$ cat src/rtl/timer_pkg.sv
package timer_pkg;

  localparam int POL_W         = 5;
  localparam int POL_WRAP      = 0;
  localparam int POL_CONT      = 1;
  localparam int POL_NOITRIG   = 2;
  localparam int POL_NOIRELOAD = 3;
  localparam int POL_DECONLY   = 4;

  typedef enum logic [1:0] {
    MODE_OFF = 2'd0,
    MODE_PER = 2'd1,
    MODE_ONE = 2'd2
  } tmr_mode_e;

  typedef enum logic [2:0] {
    CMD_NONE,
    CMD_STOP,
    CMD_CNT,
    CMD_START,
    CMD_RELOAD
  } tmr_cmd_e;

  // Field order mirrors the bit positions of the raw mask (msb first).
  typedef struct packed {
    logic deconly;
    logic noireload;
    logic noitrig;
    logic cont;
    logic wrap;
  } tmr_pol_t;

  function automatic logic pol_conflict(tmr_pol_t p);
    return p.noitrig & p.deconly;
  endfunction

endpackage

$ cat src/rtl/timer_pol_check.sv
module timer_pol_check
  import timer_pkg::*;
(
  input  logic [POL_W-1:0] pol_raw_i,
  output tmr_pol_t         pol_o,
  output logic             err_o
);

  assign pol_o = tmr_pol_t'(pol_raw_i);
  assign err_o = pol_conflict(pol_o);

  always_comb begin
    a_r10_err_flag : assert (err_o == (pol_raw_i[POL_NOITRIG] & pol_raw_i[POL_DECONLY]));
  end

endmodule

$ cat src/rtl/timer_cmd_arb.sv
module timer_cmd_arb
  import timer_pkg::*;
(
  input  logic     stop_i,
  input  logic     cnt_wr_i,
  input  logic     start_i,
  input  logic     start_block_i,
  input  logic     lim_wr_i,
  input  logic     lim_reload_i,
  output tmr_cmd_e cmd_o
);

  logic start_ok;
  assign start_ok = start_i & ~start_block_i;

  always_comb begin
    if (stop_i)                      cmd_o = CMD_STOP;
    else if (cnt_wr_i)               cmd_o = CMD_CNT;
    else if (start_ok)               cmd_o = CMD_START;
    else if (lim_wr_i && lim_reload_i) cmd_o = CMD_RELOAD;
    else                             cmd_o = CMD_NONE;
  end

endmodule

$ cat src/rtl/timer_core.sv
module timer_core
  import timer_pkg::*;
#(
  parameter int CNT_W = 16
) (
  input  logic             clk_i,
  input  logic             rst_ni,
  input  logic             tick_i,
  input  tmr_cmd_e         cmd_i,
  input  tmr_pol_t         pol_i,
  input  logic [CNT_W-1:0] cnt_wdata_i,
  input  logic             start_oneshot_i,
  input  logic             lim_wr_i,
  input  logic [CNT_W-1:0] lim_wdata_i,
  output logic [CNT_W-1:0] cnt_o,
  output tmr_mode_e        mode_o,
  output logic             trig_o
);

  localparam logic [CNT_W-1:0] CNT_ZERO = '0;
  localparam logic [CNT_W-1:0] CNT_ONE  = {{(CNT_W-1){1'b0}}, 1'b1};

  typedef struct packed {
    tmr_mode_e        mode;
    logic [CNT_W-1:0] cnt;
    logic             hold;
    logic             trig;
  } nxt_t;

  logic [CNT_W-1:0] cnt_q, lim_q, lim_eff;
  tmr_mode_e        mode_q;
  logic             hold_q, trig_q;
  nxt_t             nx;

  // Load a value into a running timer.
  function automatic nxt_t arm_fn(logic [CNT_W-1:0] d, logic [CNT_W-1:0] lim,
                                  tmr_mode_e md, tmr_pol_t p);
    nxt_t r;
    logic zero, keep;
    zero   = (d == CNT_ZERO);
    r.mode = md;
    r.hold = 1'b0;
    r.trig = zero & ~p.noitrig & ~p.deconly;
    r.cnt  = (zero && !p.noireload) ? lim : d;
    keep   = (r.cnt != CNT_ZERO)
           | (p.cont & (md == MODE_PER) & (lim == CNT_ZERO))
           | p.noitrig
           | (p.noireload & (md == MODE_PER) & (lim != CNT_ZERO));
    if (!keep) r.mode = MODE_OFF;
    return r;
  endfunction

  // One tick of a running timer.
  function automatic nxt_t step_fn(logic [CNT_W-1:0] c, logic h, logic [CNT_W-1:0] lim,
                                   tmr_mode_e md, tmr_pol_t p);
    nxt_t r;
    r.mode = md;
    r.cnt  = c;
    r.hold = h;
    r.trig = 1'b0;
    if (c > CNT_ONE) begin
      r.cnt = c - CNT_ONE;
    end else if (c == CNT_ONE) begin
      r.trig = 1'b1;
      if (md == MODE_ONE) begin
        r.cnt  = CNT_ZERO;
        r.mode = MODE_OFF;
      end else if (p.wrap && lim != CNT_ZERO) begin
        r.cnt  = CNT_ZERO;
        r.hold = 1'b1;
      end else begin
        r.cnt = lim;
        if (lim == CNT_ZERO && !p.cont) r.mode = MODE_OFF;
      end
    end else begin
      r.trig = ~h & (p.noitrig | (p.cont & (lim == CNT_ZERO)));
      if (md == MODE_ONE) begin
        r.mode = MODE_OFF;
      end else begin
        r.cnt  = lim;
        r.hold = 1'b0;
        if (lim == CNT_ZERO && !p.cont) r.mode = MODE_OFF;
      end
    end
    return r;
  endfunction

  // Named events for the checks below.
  logic      ev_tick_run, ev_expire;
  tmr_mode_e start_mode;

  assign lim_eff     = lim_wr_i ? lim_wdata_i : lim_q;
  assign start_mode  = start_oneshot_i ? MODE_ONE : MODE_PER;
  assign ev_tick_run = (cmd_i == CMD_NONE) && tick_i && (mode_q != MODE_OFF);
  assign ev_expire   = ev_tick_run && (cnt_q == CNT_ONE);

  always_comb begin
    nx.mode = mode_q;
    nx.cnt  = cnt_q;
    nx.hold = hold_q;
    nx.trig = 1'b0;
    case (cmd_i)
      CMD_STOP: begin
        nx.mode = MODE_OFF;
        nx.hold = 1'b0;
      end
      CMD_CNT: begin
        if (mode_q == MODE_OFF) nx.cnt = cnt_wdata_i;
        else nx = arm_fn(cnt_wdata_i, lim_eff, mode_q, pol_i);
      end
      CMD_START: begin
        if (mode_q == MODE_OFF) nx = arm_fn(cnt_q, lim_eff, start_mode, pol_i);
        else nx.mode = start_mode;
      end
      CMD_RELOAD: begin
        if (mode_q == MODE_OFF) nx.cnt = lim_wdata_i;
        else nx = arm_fn(lim_wdata_i, lim_eff, mode_q, pol_i);
      end
      default: begin
        if (ev_tick_run) nx = step_fn(cnt_q, hold_q, lim_eff, mode_q, pol_i);
      end
    endcase
  end

  always_ff @(posedge clk_i or negedge rst_ni) begin
    if (!rst_ni) begin
      cnt_q  <= CNT_ZERO;
      lim_q  <= CNT_ZERO;
      mode_q <= MODE_OFF;
      hold_q <= 1'b0;
      trig_q <= 1'b0;
    end else begin
      cnt_q  <= nx.cnt;
      lim_q  <= lim_eff;
      mode_q <= nx.mode;
      hold_q <= nx.hold;
      trig_q <= nx.trig;
    end
  end

  assign cnt_o  = cnt_q;
  assign mode_o = mode_q;
  assign trig_o = trig_q;

  a_r2_decrement : assert property (@(posedge clk_i) disable iff (!rst_ni)
    (ev_tick_run && cnt_q > CNT_ONE) |=> (cnt_q == $past(cnt_q) - CNT_ONE) && !trig_q);

  a_r2_no_tick_hold : assert property (@(posedge clk_i) disable iff (!rst_ni)
    (cmd_i == CMD_NONE && !tick_i) |=> $stable(cnt_q) && $stable(mode_q) && !trig_q);

  a_r3_periodic_reload : assert property (@(posedge clk_i) disable iff (!rst_ni)
    (ev_expire && mode_q == MODE_PER && !pol_i.wrap) |=> trig_q && (cnt_q == $past(lim_eff)));

  a_r4_oneshot_end : assert property (@(posedge clk_i) disable iff (!rst_ni)
    (ev_expire && mode_q == MODE_ONE) |=> trig_q && (cnt_q == CNT_ZERO) && (mode_q == MODE_OFF));

  a_r7_wrap_zero : assert property (@(posedge clk_i) disable iff (!rst_ni)
    (ev_expire && mode_q == MODE_PER && pol_i.wrap && lim_eff != CNT_ZERO)
      |=> trig_q && (cnt_q == CNT_ZERO) && (mode_q == MODE_PER));

  a_r11_stop_keeps_count : assert property (@(posedge clk_i) disable iff (!rst_ni)
    (cmd_i == CMD_STOP) |=> (mode_q == MODE_OFF) && $stable(cnt_q) && !trig_q);

endmodule

$ cat src/rtl/timer_policy_ctr.sv
module timer_policy_ctr
  import timer_pkg::*;
#(
  parameter int CNT_W = 16
) (
  input  logic             clk_i,
  input  logic             rst_ni,
  input  logic             tick_i,
  input  logic [4:0]       policy_i,
  input  logic             stop_i,
  input  logic             cnt_wr_i,
  input  logic [CNT_W-1:0] cnt_wdata_i,
  input  logic             start_i,
  input  logic             start_oneshot_i,
  input  logic             lim_wr_i,
  input  logic [CNT_W-1:0] lim_wdata_i,
  input  logic             lim_reload_i,
  output logic [CNT_W-1:0] count_o,
  output logic [1:0]       mode_o,
  output logic             trig_o,
  output logic             err_o
);

  tmr_pol_t  pol;
  tmr_cmd_e  cmd;
  tmr_mode_e mode;

  timer_pol_check u_pol (
    .pol_raw_i (policy_i),
    .pol_o     (pol),
    .err_o     (err_o)
  );

  timer_cmd_arb u_arb (
    .stop_i        (stop_i),
    .cnt_wr_i      (cnt_wr_i),
    .start_i       (start_i),
    .start_block_i (err_o),
    .lim_wr_i      (lim_wr_i),
    .lim_reload_i  (lim_reload_i),
    .cmd_o         (cmd)
  );

  timer_core #(.CNT_W(CNT_W)) u_core (
    .clk_i           (clk_i),
    .rst_ni          (rst_ni),
    .tick_i          (tick_i),
    .cmd_i           (cmd),
    .pol_i           (pol),
    .cnt_wdata_i     (cnt_wdata_i),
    .start_oneshot_i (start_oneshot_i),
    .lim_wr_i        (lim_wr_i),
    .lim_wdata_i     (lim_wdata_i),
    .cnt_o           (count_o),
    .mode_o          (mode),
    .trig_o          (trig_o)
  );

  assign mode_o = mode;

  a_r10_start_refused : assert property (@(posedge clk_i) disable iff (!rst_ni)
    (err_o && mode_o == 2'd0) |=> (mode_o == 2'd0));

  a_r13_stop_wins : assert property (@(posedge clk_i) disable iff (!rst_ni)
    (stop_i && (cnt_wr_i || start_i)) |=> (mode_o == 2'd0) && $stable(count_o));

endmodule

$ cat config.mk
export PLATFORM = sky130hd
export DESIGN_NAME = timer_policy_ctr
export DESIGN_NICKNAME = d
export VERILOG_FILES = /design/src/rtl/timer_pkg.sv /design/src/rtl/timer_pol_check.sv /design/src/rtl/timer_cmd_arb.sv /design/src/rtl/timer_core.sv /design/src/rtl/timer_policy_ctr.sv
export SDC_FILE = /design/constraint.sdc
export NUM_CORES = 1
export LEC_CHECK = 0
export BUFFER_PORTS_ARGS = -buffer_cell sky130_fd_sc_hd__buf_2
export CAP_MARGIN = 10
export CORE_MARGIN = 1
export CORE_UTILIZATION = 56
export DETAILED_ROUTE_END_ITERATION = 8
export GPL_TIMING_DRIVEN = 0
export PLACE_DENSITY = 0.87
export SLEW_MARGIN = 20
export SYNTH_ARGS = -nofsm -noshare
export SYNTH_HDL_FRONTEND = slang
export SYNTH_HIERARCHICAL = 1
export SYNTH_SLANG_ARGS = --single-unit
$ cat constraint.sdc
create_clock -name clk_i -period 3.5 [get_ports clk_i]
set_clock_uncertainty 0.05 [all_clocks]
set_input_delay 0.35 -clock clk_i [delete_from_list [all_inputs] [get_ports clk_i]]
set_output_delay 0.35 -clock clk_i [all_outputs]
set_load 0.02 [all_outputs]
Yosys cells after proc, flatten, opt, wreduce, memory -nomap -nowiden
Index checks and enable logic that the tools add are counted.
{"block": "classes", "n_addsub": 1, "order_cmp": 1, "n_eq_ne": 18, "n_mux": 37, "n_bitwise": 33, "reduce_logical": 26}
{"cell": "16-bit 2-to-1 mux", "n": 8}
{"cell": "16-bit logical NOT", "n": 4}
{"cell": "16-bit one-hot mux with 4 select lines", "n": 1}
{"cell": "16-bit nonzero test", "n": 4}
{"cell": "20-bit 2-to-1 mux", "n": 2}
{"cell": "18-bit 2-to-1 mux", "n": 2}
{"cell": "2-bit 2-to-1 mux", "n": 14}
{"cell": "1-bit bitwise AND", "n": 18}
{"cell": "17-bit 2-to-1 mux", "n": 1}
{"cell": "16-bit by 1-bit equality test with 1-bit output, second input constant", "n": 1}
{"cell": "16-bit by 1-bit greater-than comparator with 1-bit output, second input constant", "n": 1}
{"cell": "16-bit by 1-bit subtractor with 16-bit output, second input constant", "n": 1}
{"cell": "7-bit AND reduction", "n": 2}
{"cell": "3-bit 2-to-1 mux", "n": 4}
{"cell": "5-bit inequality test, second input constant", "n": 2}
{"cell": "1-bit bitwise OR", "n": 10}
{"cell": "1-bit logical AND", "n": 8}
{"cell": "2-bit inequality test, second input constant", "n": 4}
{"cell": "1-bit one-hot mux with 4 select lines", "n": 2}
{"cell": "2-bit one-hot mux with 4 select lines", "n": 1}
{"cell": "7-bit inequality test, second input constant", "n": 1}
{"cell": "3-bit by 2-bit equality test with 1-bit output, second input constant", "n": 2}
{"cell": "6-bit by 4-bit inequality test with 1-bit output, second input constant", "n": 1}
{"cell": "6-bit inequality test, second input constant", "n": 1}
{"cell": "14 further kinds", "n": 21}
{"block": "totals", "regBits": 36, "input_bits": 46, "output_inout_bits": 20, "wordCells": 121}

Depth between registers and ports, before layout
Gate-level depths: netlist (run 1).
{"block": "depth", "depth_word": 11, "ltp_mapped": 12, "mapped_depth_nobuf": 10}

By module
The synthesis (run 1) kept the hierarchy.
{"mod": "timer_core", "n_inst": 1, "cells_each": 383, "area_each_um2": 3103.0, "seq_area_each_um2": 900.9}
{"mod": "timer_cmd_arb", "n_inst": 1, "cells_each": 6, "area_each_um2": 57.6, "seq_area_each_um2": 0.0}
{"mod": "timer_pol_check", "n_inst": 1, "cells_each": 6, "area_each_um2": 43.8, "seq_area_each_um2": 0.0}

Worst setup path before layout (run 1)
OpenSTA, ideal clock, no wires.
{"block": "synth_timing", "path_type": "register to register", "from": "reg u_core.cnt_q[2] (netlist: u_core/cnt_o[2])", "to": "reg u_core.cnt_q[12] (netlist: u_core/cnt_o[12])", "setup_time_ns": 0.065, "arrival_ns": 2.745, "t_required_ns": 3.385, "setup_slack_ns": 0.640, "stages_incl_launch_ff": 11, "n_path_buf": 4, "synth_period_minus_slack_ns": 2.860, "path_cell_list": "dfrtp_1 buf_6 or4_4 or3_1 buf_6 or3_1 buf_6 buf_8 a211o_1 o221ai_1 o21a_1"}
{"block": "synth_between", "elab_chain_cells": 5, "word_cells_on_any_way": 13, "classes_between": "1 x add/sub; 1 x order compare; 2 x eq/ne; 6 x mux; 3 x reduce/logical"}
{"item": "start, declared", "line_no": "timer_core.sv:30", "source": "logic [CNT_W-1:0] cnt_q, lim_q, lim_eff;"}
{"item": "start signal, assigned", "line_no": "timer_core.sv:133", "source": "cnt_q <= nx.cnt;"}
{"item": "branches (longest 5 deep; another with 16-bit by 1-bit subtractor with 16-bit output)"}
Several ways; the timed one is not identified. The select of a mux whose other input is x is not followed.
A chain may end at the register's enable or synchronous reset.

Final worst setup path (run 1)
{"block": "layout_timing", "from": "reg u_core.lim_q[6]", "to": "reg u_core.mode_q[1] (netlist: u_core/mode_o[1])"}
{"block": "layout_between", "elab_chain_cells": 10, "word_cells_on_any_way": 38, "classes_between": "3 x eq/ne; 14 x mux; 13 x bitwise; 8 x reduce/logical"}
{"item": "start, declared", "line_no": "timer_core.sv:30"}
{"item": "start signal, assigned", "line_no": "timer_core.sv:134", "source": "lim_q <= lim_eff;"}
{"item": "16-bit 2-to-1 mux (*)", "line_no": "timer_core.sv:92", "source": "assign lim_eff = lim_wr_i ? lim_wdata_i : lim_q;"}
{"item": "16-bit logical NOT", "line_no": "timer_core.sv:46, timer_core.sv:73, timer_core.sv:82"}
{"item": "1-bit logical AND", "line_no": "timer_core.sv:73, timer_core.sv:82"}
{"item": "2-bit 2-to-1 mux (2 in series)"}
{"item": "18-bit 2-to-1 mux"}
{"item": "20-bit 2-to-1 mux"}
{"item": "2-bit 2-to-1 mux"}
{"item": "20-bit 2-to-1 mux"}
{"item": "2-bit one-hot mux with 4 select lines", "line_no": "timer_core.sv:102", "source": "case (cmd_i)"}
{"item": "end signal, assigned", "line_no": "timer_core.sv:135", "source": "mode_q <= nx.mode;"}
{"item": "end, declared", "line_no": "timer_core.sv:31", "source": "tmr_mode_e mode_q;"}
Every way passes the cells marked *; elsewhere a longest branch is shown, timed or not. The select of a mux whose other input is x is not followed.

==> run metrics, run 1 <==
Avg Inst Size Synth=8.112 um^2; crit-path leading delay family=simple AND/OR/NAND/NOR gates; Yosys cell types=64; Clock Path Buffers=2; routability cong.=1.014; H-Tree Depth=2; Clk Latency, worst-skew pair=0.29 ns; Psw=0.7772 mW; post-CTS setup repair buffer count=0; pwr dens=487.3 nW/um^2; Logic pwr share=48.3%; Max stage delay on crit path=0.75 ns; Vias=approximately 3.7k; ANT cells=0; Setup-failing EPs final=0; Final Max Tran Viols=0; DP HPWL=8668 um; drt total wl=roughly 11000 um; Async SR Flop Fraction=100.0%; IO Pins=66; Pwr Total=1.814 mW; fin nets=a little over 500; peak supply drop=0.0003510 V; Synthesis Warnings=6; final instance area=3722 um^2; slowest stage cell, crit path=a2111oi_2; run status=finished, final reports clean; critical path launch point type=register; Total GRT Usage=about two fifths; DR DRC count=0; max cap viols=0; Power Internal=1.037 mW; layout cells sized above 1=a little under a quarter; Post-Syn Instances=395; CP Class=register to register; RSZ-0062 raised after global routing=false; initial detailed-routing violation count=423; die area=between 6000 and 7000 um^2; WP data required=3.64 ns; core area=between 5000 and 6000 um^2; switching part of the total power=42.85%; ANT nets after route=0; worst-margin pin slew=0.9688 ns; largest net degree at the start of global routing=37; post-layout util=roughly two thirds; fill count=approximately 480; area of the multi-input gates=roughly 2100 um^2; die extent in y=~78 um; total CTS buffers=5; placed inst area=3605 um^2; CP Cell Sequence=nor4_1, a31oi_1, a2111oi_2, nand2_1, mux2i_1, or4_1, a32o_1; grt ovf=0; clock sink count=36; CP endpoint kind=register; first-pass GRT wire length=17590 um; Synth Flop Type=dfrtp_1; Max Clock Freq=slightly above 300 MHz; hold buffer count at cts=0; initial cell density of the core=58.19%; Reg-to-Reg Start=u_core/lim_q[6]; Final Hold Vio Count=0; Post-Syn Area=3204 um^2; worst hold path type=input port to async pin; CTS clk-pin slew, worst paths=0.08 ns; Post-synth EDFFs=0; Site Rows=27; Critical Path AT=3.44 ns; number of global-route vias before repair=roughly 3.3k; fin crit share=94.36%; clock power share=20.3%; initial antenna violation count=0; Synthesized Nets=~440; Worst Path Buf+Inv=0; Leak=1.555 nW; Max FO, Critical Path=5; Root Driver=clkbuf_8; Die X=77.65 um; Yosys reg bits=36; CP Launch Point=u_core/lim_q[6]; part of the Yosys area used for sequential elements=28.11%; DR WL/cell=20.74 um; DRT Pass-1 Iters=5; FF/Latch Area=between 900 and 1000 um^2; CTS tree=yes; Area Growth Syn to Fin=16.17%; Flop pwr share=~31%; IO Port Bufs=62; Final Critical Period=3.303 ns; relative slew slack=34.92%; Via density=just under 7
-- routing by layer --
metal / routed length [um] / part of all wire [%] / track usage, %
met1: 4741 / 43 / 51.99
met3: 1145 / 10 / 8.118
met2: 4931 / 44 / 60.44
met5: 0 / 0 / 0
met4: 321 / 2.9 / 13.96
-- sequential cells by signal, summed over array words and instances, names as in the netlist --
name,count
u_core/hold_q,1
u_core/cnt_o,16
u_core/mode_o,2
u_core/trig_o,1
u_core/lim_q,16
-- kinds of logic (layout without fill, tap and decap cells) --
kind of cell               Yosys count  in the layout  synth area share, %
AOI/OAI and AO/OA                  144            144                30.26
and+or+nand+nor                    145            145                24.64
buffers and inverters               36            106                5.935
DFF                                 36             36                28.11
adders and majority gates            3              3                1.172
muxes                               20             20                6.872
xor gates and xnor gates            11             11                3.007
-- synthesized netlist by cell type (5+ instances only) --
cell / instances / area [um^2]
a31oi_1: 7 / 43.79
buf_4: 5 / 37.54
clkbuf_1: 15 / 56.30
or4_1: 5 / 37.54
nand2b_1: 7 / 43.79
a221oi_1: 5 / 43.79
nor2b_1: 5 / 31.28
a211oi_1: 14 / 105.1
nor2_1: 33 / 123.9
or3_1: 7 / 43.79
dfrtp_1: 36 / 900.9
mux2_2: 16 / 180.2
nor4_1: 16 / 100.1
nand2_1: 23 / 86.33
inv_1: 9 / 33.78
o22ai_1: 7 / 43.79
xnor2_1: 6 / 52.55
o21ai_0: 18 / 90.09
a22o_1: 5 / 43.79
xor2_1: 5 / 43.79
a211o_1: 5 / 43.79
nand3_1: 13 / 65.06
a21oi_1: 43 / 215.2
a21o_1: 5 / 37.54
nor3_1: 11 / 55.05
-- what timing repair did --
| action | 4_1_cts | 5_1_grt |
|---|---|---|
| endpoints found under the setup margin | 1 | 6 |
| resized for setup | 1 | 1 |
| hold endpoints to repair | 0 | 0 |
-- worst paths after layout --
path / to / slack, ns / depth (start not counted)
min in group clk_i: u_core/mode_o[1] / 0.26 / 2
worst min register to register: u_core/hold_q / 0.47 / 2
worst max-delay path: u_core/mode_o[1] / 0.20 / 7
worst max register to register: u_core/mode_o[1] / 0.20 / 7
max in group asynchronous: u_core/cnt_o[5] / 2.76 / 1
worst min-delay path: u_core/lim_q[0] / 0.1 / 1
-- power groups by stage --
stage / Sequential [mW] / Combinational (mW) / Clock, mW
floorplan: 0.621 / 0.540 / 0
global placement: 0.573 / 0.838 / 0
detailed placement: 0.575 / 0.851 / 0
CTS: 0.567 / 0.856 / 0.378
global route: 0.578 / 0.947 / 0.395
finish: 0.568 / 0.877 / 0.369
-- placed cells by master, fill, tap and decap left out, drive strengths merged, types with 5 or more instances in the layout --
cell type  count
a31oi          7
nor3          11
nor2          33
xnor2          6
o22ai          7
buf           74
a211o          5
o21ai         18
a211oi        15
a221oi         5
or3            7
clkbuf        21
nand2         23
inv            9
a21oi         43
dfrtp         36
nand3         13
or2            5
or4            6
a22o           5
a21o           5
xor2           5
nor2b          5
nand2b         8
nor4          17
mux2          16
-- stage by stage --
stage | TNS [ns] | cells | hold WS, ns | setup slack [ns]
final | 0 | 537 | 0.09984 | 0.1972
after global routing | 0 | 537 | 0.1796 | 0.04303
after CTS | 0 | 537 | 0.1405 | 0.06143
after detailed placement | -0.07431 | 529 | 0.4508 | -0.07431
after global placement | -0.08155 | 529 | 0.4449 | -0.08155
after floorplan | 0 | 395 | 0.004409 | 0.6397
-- final cells by class --
| class | count | share of cell area [%] |
|---|---|---|
| Clock inverter | 2 | 0.9412 |
| Clock buffer | 6 | 1.950 |
| Buffer | 27 | 4.202 |
| Timing Repair Buffer | 62 | 8.336 |
| Inverter | 9 | 0.9076 |
| Tap cell | 72 | 2.420 |
| Sequential cell | 36 | 24.20 |
| Multi-Input combinational cell | 323 | 57.04 |
(Power assumes the default switching activity.)
==> run 2, diff against run 1 <==
ABC_AREA = 1   (was not set)
CORE_UTILIZATION = 59   (was 56)
PLACE_DENSITY = 0.89   (was 0.87)
==> run metrics, run 2 <==
run status=complete, but fails checks; violated checks=DRC; grt ovf=0; Total GRT Usage=between 40% and 50%; Setup-failing EPs final=0; share of the synthesized area in the top cell type=21.60%; Post-synth EDFFs=0; Max FO, Critical Path=10; H-Tree Depth=2; met1 usage=57.62%; Power Internal=~0.84 mW; Synth Flop Type=dfrtp_1; Area Growth Syn to Fin=12.54%; Synthesis Warnings=6; fin nets=~850; layout cells sized above 1=~15%; initial detailed-routing violation count=890; CTS clk-pin slew, worst paths=~0.09 ns; Hold WS=0.1138 ns; first-pass GRT wire length=between 20000 and 25000 um; hold buffer count at cts=0; final instance area=about 4700 um^2; Clock Path Buffers=2; routability cong.=1.046; total CTS buffers=5; Via density=around 6; Final Critical Period=roughly 3 ns; Vias=5408; core area=6794 um^2; initial antenna violation count=0; DRT Pass-1 Iters=9; RSZ-0062 raised after global routing=false; die area=7411 um^2; Psw=between 0.7 and 0.8 mW; peak supply drop=0.0002627 V; pwr dens=between 300 and 400 nW/um^2; Site Rows=30; adder-cell share of the synthesized area=less than 1%; worst-margin pin slew=0.8716 ns; Flop pwr share=between 30% and 40%; DR WL/cell=17.32 um; Synth area leader=dfrtp_1; Pwr Total=around 1.6 mW; gr busiest metal=met2; Die X=86.09 um; relative slew slack=a little over two fifths; simple-gate area share of the yosys netlist=42.62%; Clk Latency, worst-skew pair=around 0.3 ns; Synthesized Nets=783; DP HPWL=12120 um; part of the Yosys area used for sequential elements=21.60%; compound-gate portion of the synthesized area=20.25%; top post-synthesis cells by area=dfrtp_1, nand2_1, nor2_1, inv_1, o21ai_0; post-CTS setup repair buffer count=0; CP Class=input port to register; CTS tree=yes; commonest non-fill, non-tap cell in the layout=nand2_1; Logic pwr share=47.5%; Avg Inst Size Synth=5.683 um^2; top-count cell post-synth=nand2_1; WP data required=3.68 ns; clock power share=19.4%; met3 Resource Use GR=under 10%; fin crit share=between 80% and 90%; Post-Syn Area=around 4200 um^2; critical path launch point type=input port; setup TNS=0 ns; worst hold path type=input port to async pin; die extent in y=86.09 um; Async SR Flop Fraction=between 90% and 100%; Max Clock Freq=approximately 340 MHz; number of global-route vias before repair=around 4.7k; Critical Path AT=3.14 ns; Yosys reg bits=36; IO Pins=66; most frequent cells in the layout=nand2_1, nor2_1, inv_1; met2 usage=about two thirds; multiplexer share of the synthesized area=0%; CP endpoint kind=register; placed inst area=4602 um^2; Leak=approximately 2.4 nW; largest family of logic cells by synthesized area=simple AND/OR/NAND/NOR gates; switching part of the total power=about half; post-CTS resize count=0; Yosys cell types=37; IO Port Bufs=slightly above 60; largest net degree at the start of global routing=37; DR DRC count=2; max cap viols=0; clock sink count=36; fill count=654; Root Driver=clkbuf_8; drt total wl=15590 um; Post-Syn Instances=734; Final Max Tran Viols=0; Synth Area in XOR/XNOR=1.680%; initial cell density of the core=61.40%; Final Hold Vio Count=0; ANT cells=0; Synth top cells by count=nand2_1, nor2_1, inv_1, o21ai_0, nand4_1; ANT nets after route=0
## run 2: cells by family after synthesis
family,Yosys count
and+or+nand+nor,413
xor gates and xnor gates,8
DFF,36
adders and majority gates,3
AOI/OAI and AO/OA,144
buffers and inverters,130
## run 2: worst max-delay path: stages
cell and delay [ns]:
buf_2 0.10, nand2_1 0.05, inv_1 0.04, inv_1 0.05, nand2_2 0.06, a21oi_1 0.27, inv_1 0.07, nor2_1 0.09
inv_1 0.06, nor2_1 0.66, inv_1 0.21, clkbuf_1 0.32, a21oi_1 0.17, o21ai_0 0.17, o21ai_0 0.14, a21oi_1 0.08
nand2_1 0.12, nand2_1 0.06, nand2_1 0.06
## run 2: layout make-up
| type | instances | area (um^2) | share of cell area, % |
|---|---|---|---|
| inverter | 98 | 367.9 | 7.836 |
| clock buffer | 5 | 68.82 | 1.466 |
| sequential | 36 | 900.9 | 19.19 |
| buffer | 32 | 172.7 | 3.678 |
| timing repair buffer | 62 | 310.3 | 6.610 |
| clock inverter | 3 | 23.77 | 0.5064 |
| tap | 96 | 120.1 | 2.559 |
| multi-input combinational | 568 | 2730 | 58.16 |
## run 2: power by group through the flow
stage | sequential, mW | combinational (mW) | clock (mW)
floorplan | 0.581 | 0.454 | 0
global placement | 0.543 | 0.720 | 0
detailed placement | 0.546 | 0.736 | 0
CTS | 0.537 | 0.741 | 0.318
global route | 0.546 | 0.835 | 0.337
finish | 0.539 | 0.770 | 0.314
## run 2: final timing paths
path / slack [ns] / endpoint / depth (start not counted) / startpoint
setup / recovery: 0.54 / u_core/cnt_o[7] / 19 / policy_i[2]
hold / removal: 0.11 / u_core/lim_q[8] / 1 / rst_ni
setup reg to reg: 0.88 / u_core/cnt_o[15] / 9 / u_core/mode_o[0]
hold reg to reg: 0.48 / u_core/lim_q[12] / 2 / u_core/lim_q[12]
max in group asynchronous: 2.73 / u_core/cnt_o[13] / 1 / rst_ni
min in group clk_i: 0.38 / u_core/lim_q[12] / 3 / lim_wdata_i[12]
## run 2: routing by layer
layer,part of all wire [%],vias up
li1,-,2520
met1,39,2369
met2,42,436
met3,13,83
met4,5.3,0
met5,0,-
## run 2: through the flow
stage               instances  util [%]  worst slack (ns)
floorplan                 734         -             1.269
global placement          892     67.73            0.5137
detailed placement        892     67.73            0.4490
CTS                       900     69.10            0.7258
global route              900     69.10            0.3757
finish                    900     69.10            0.5447
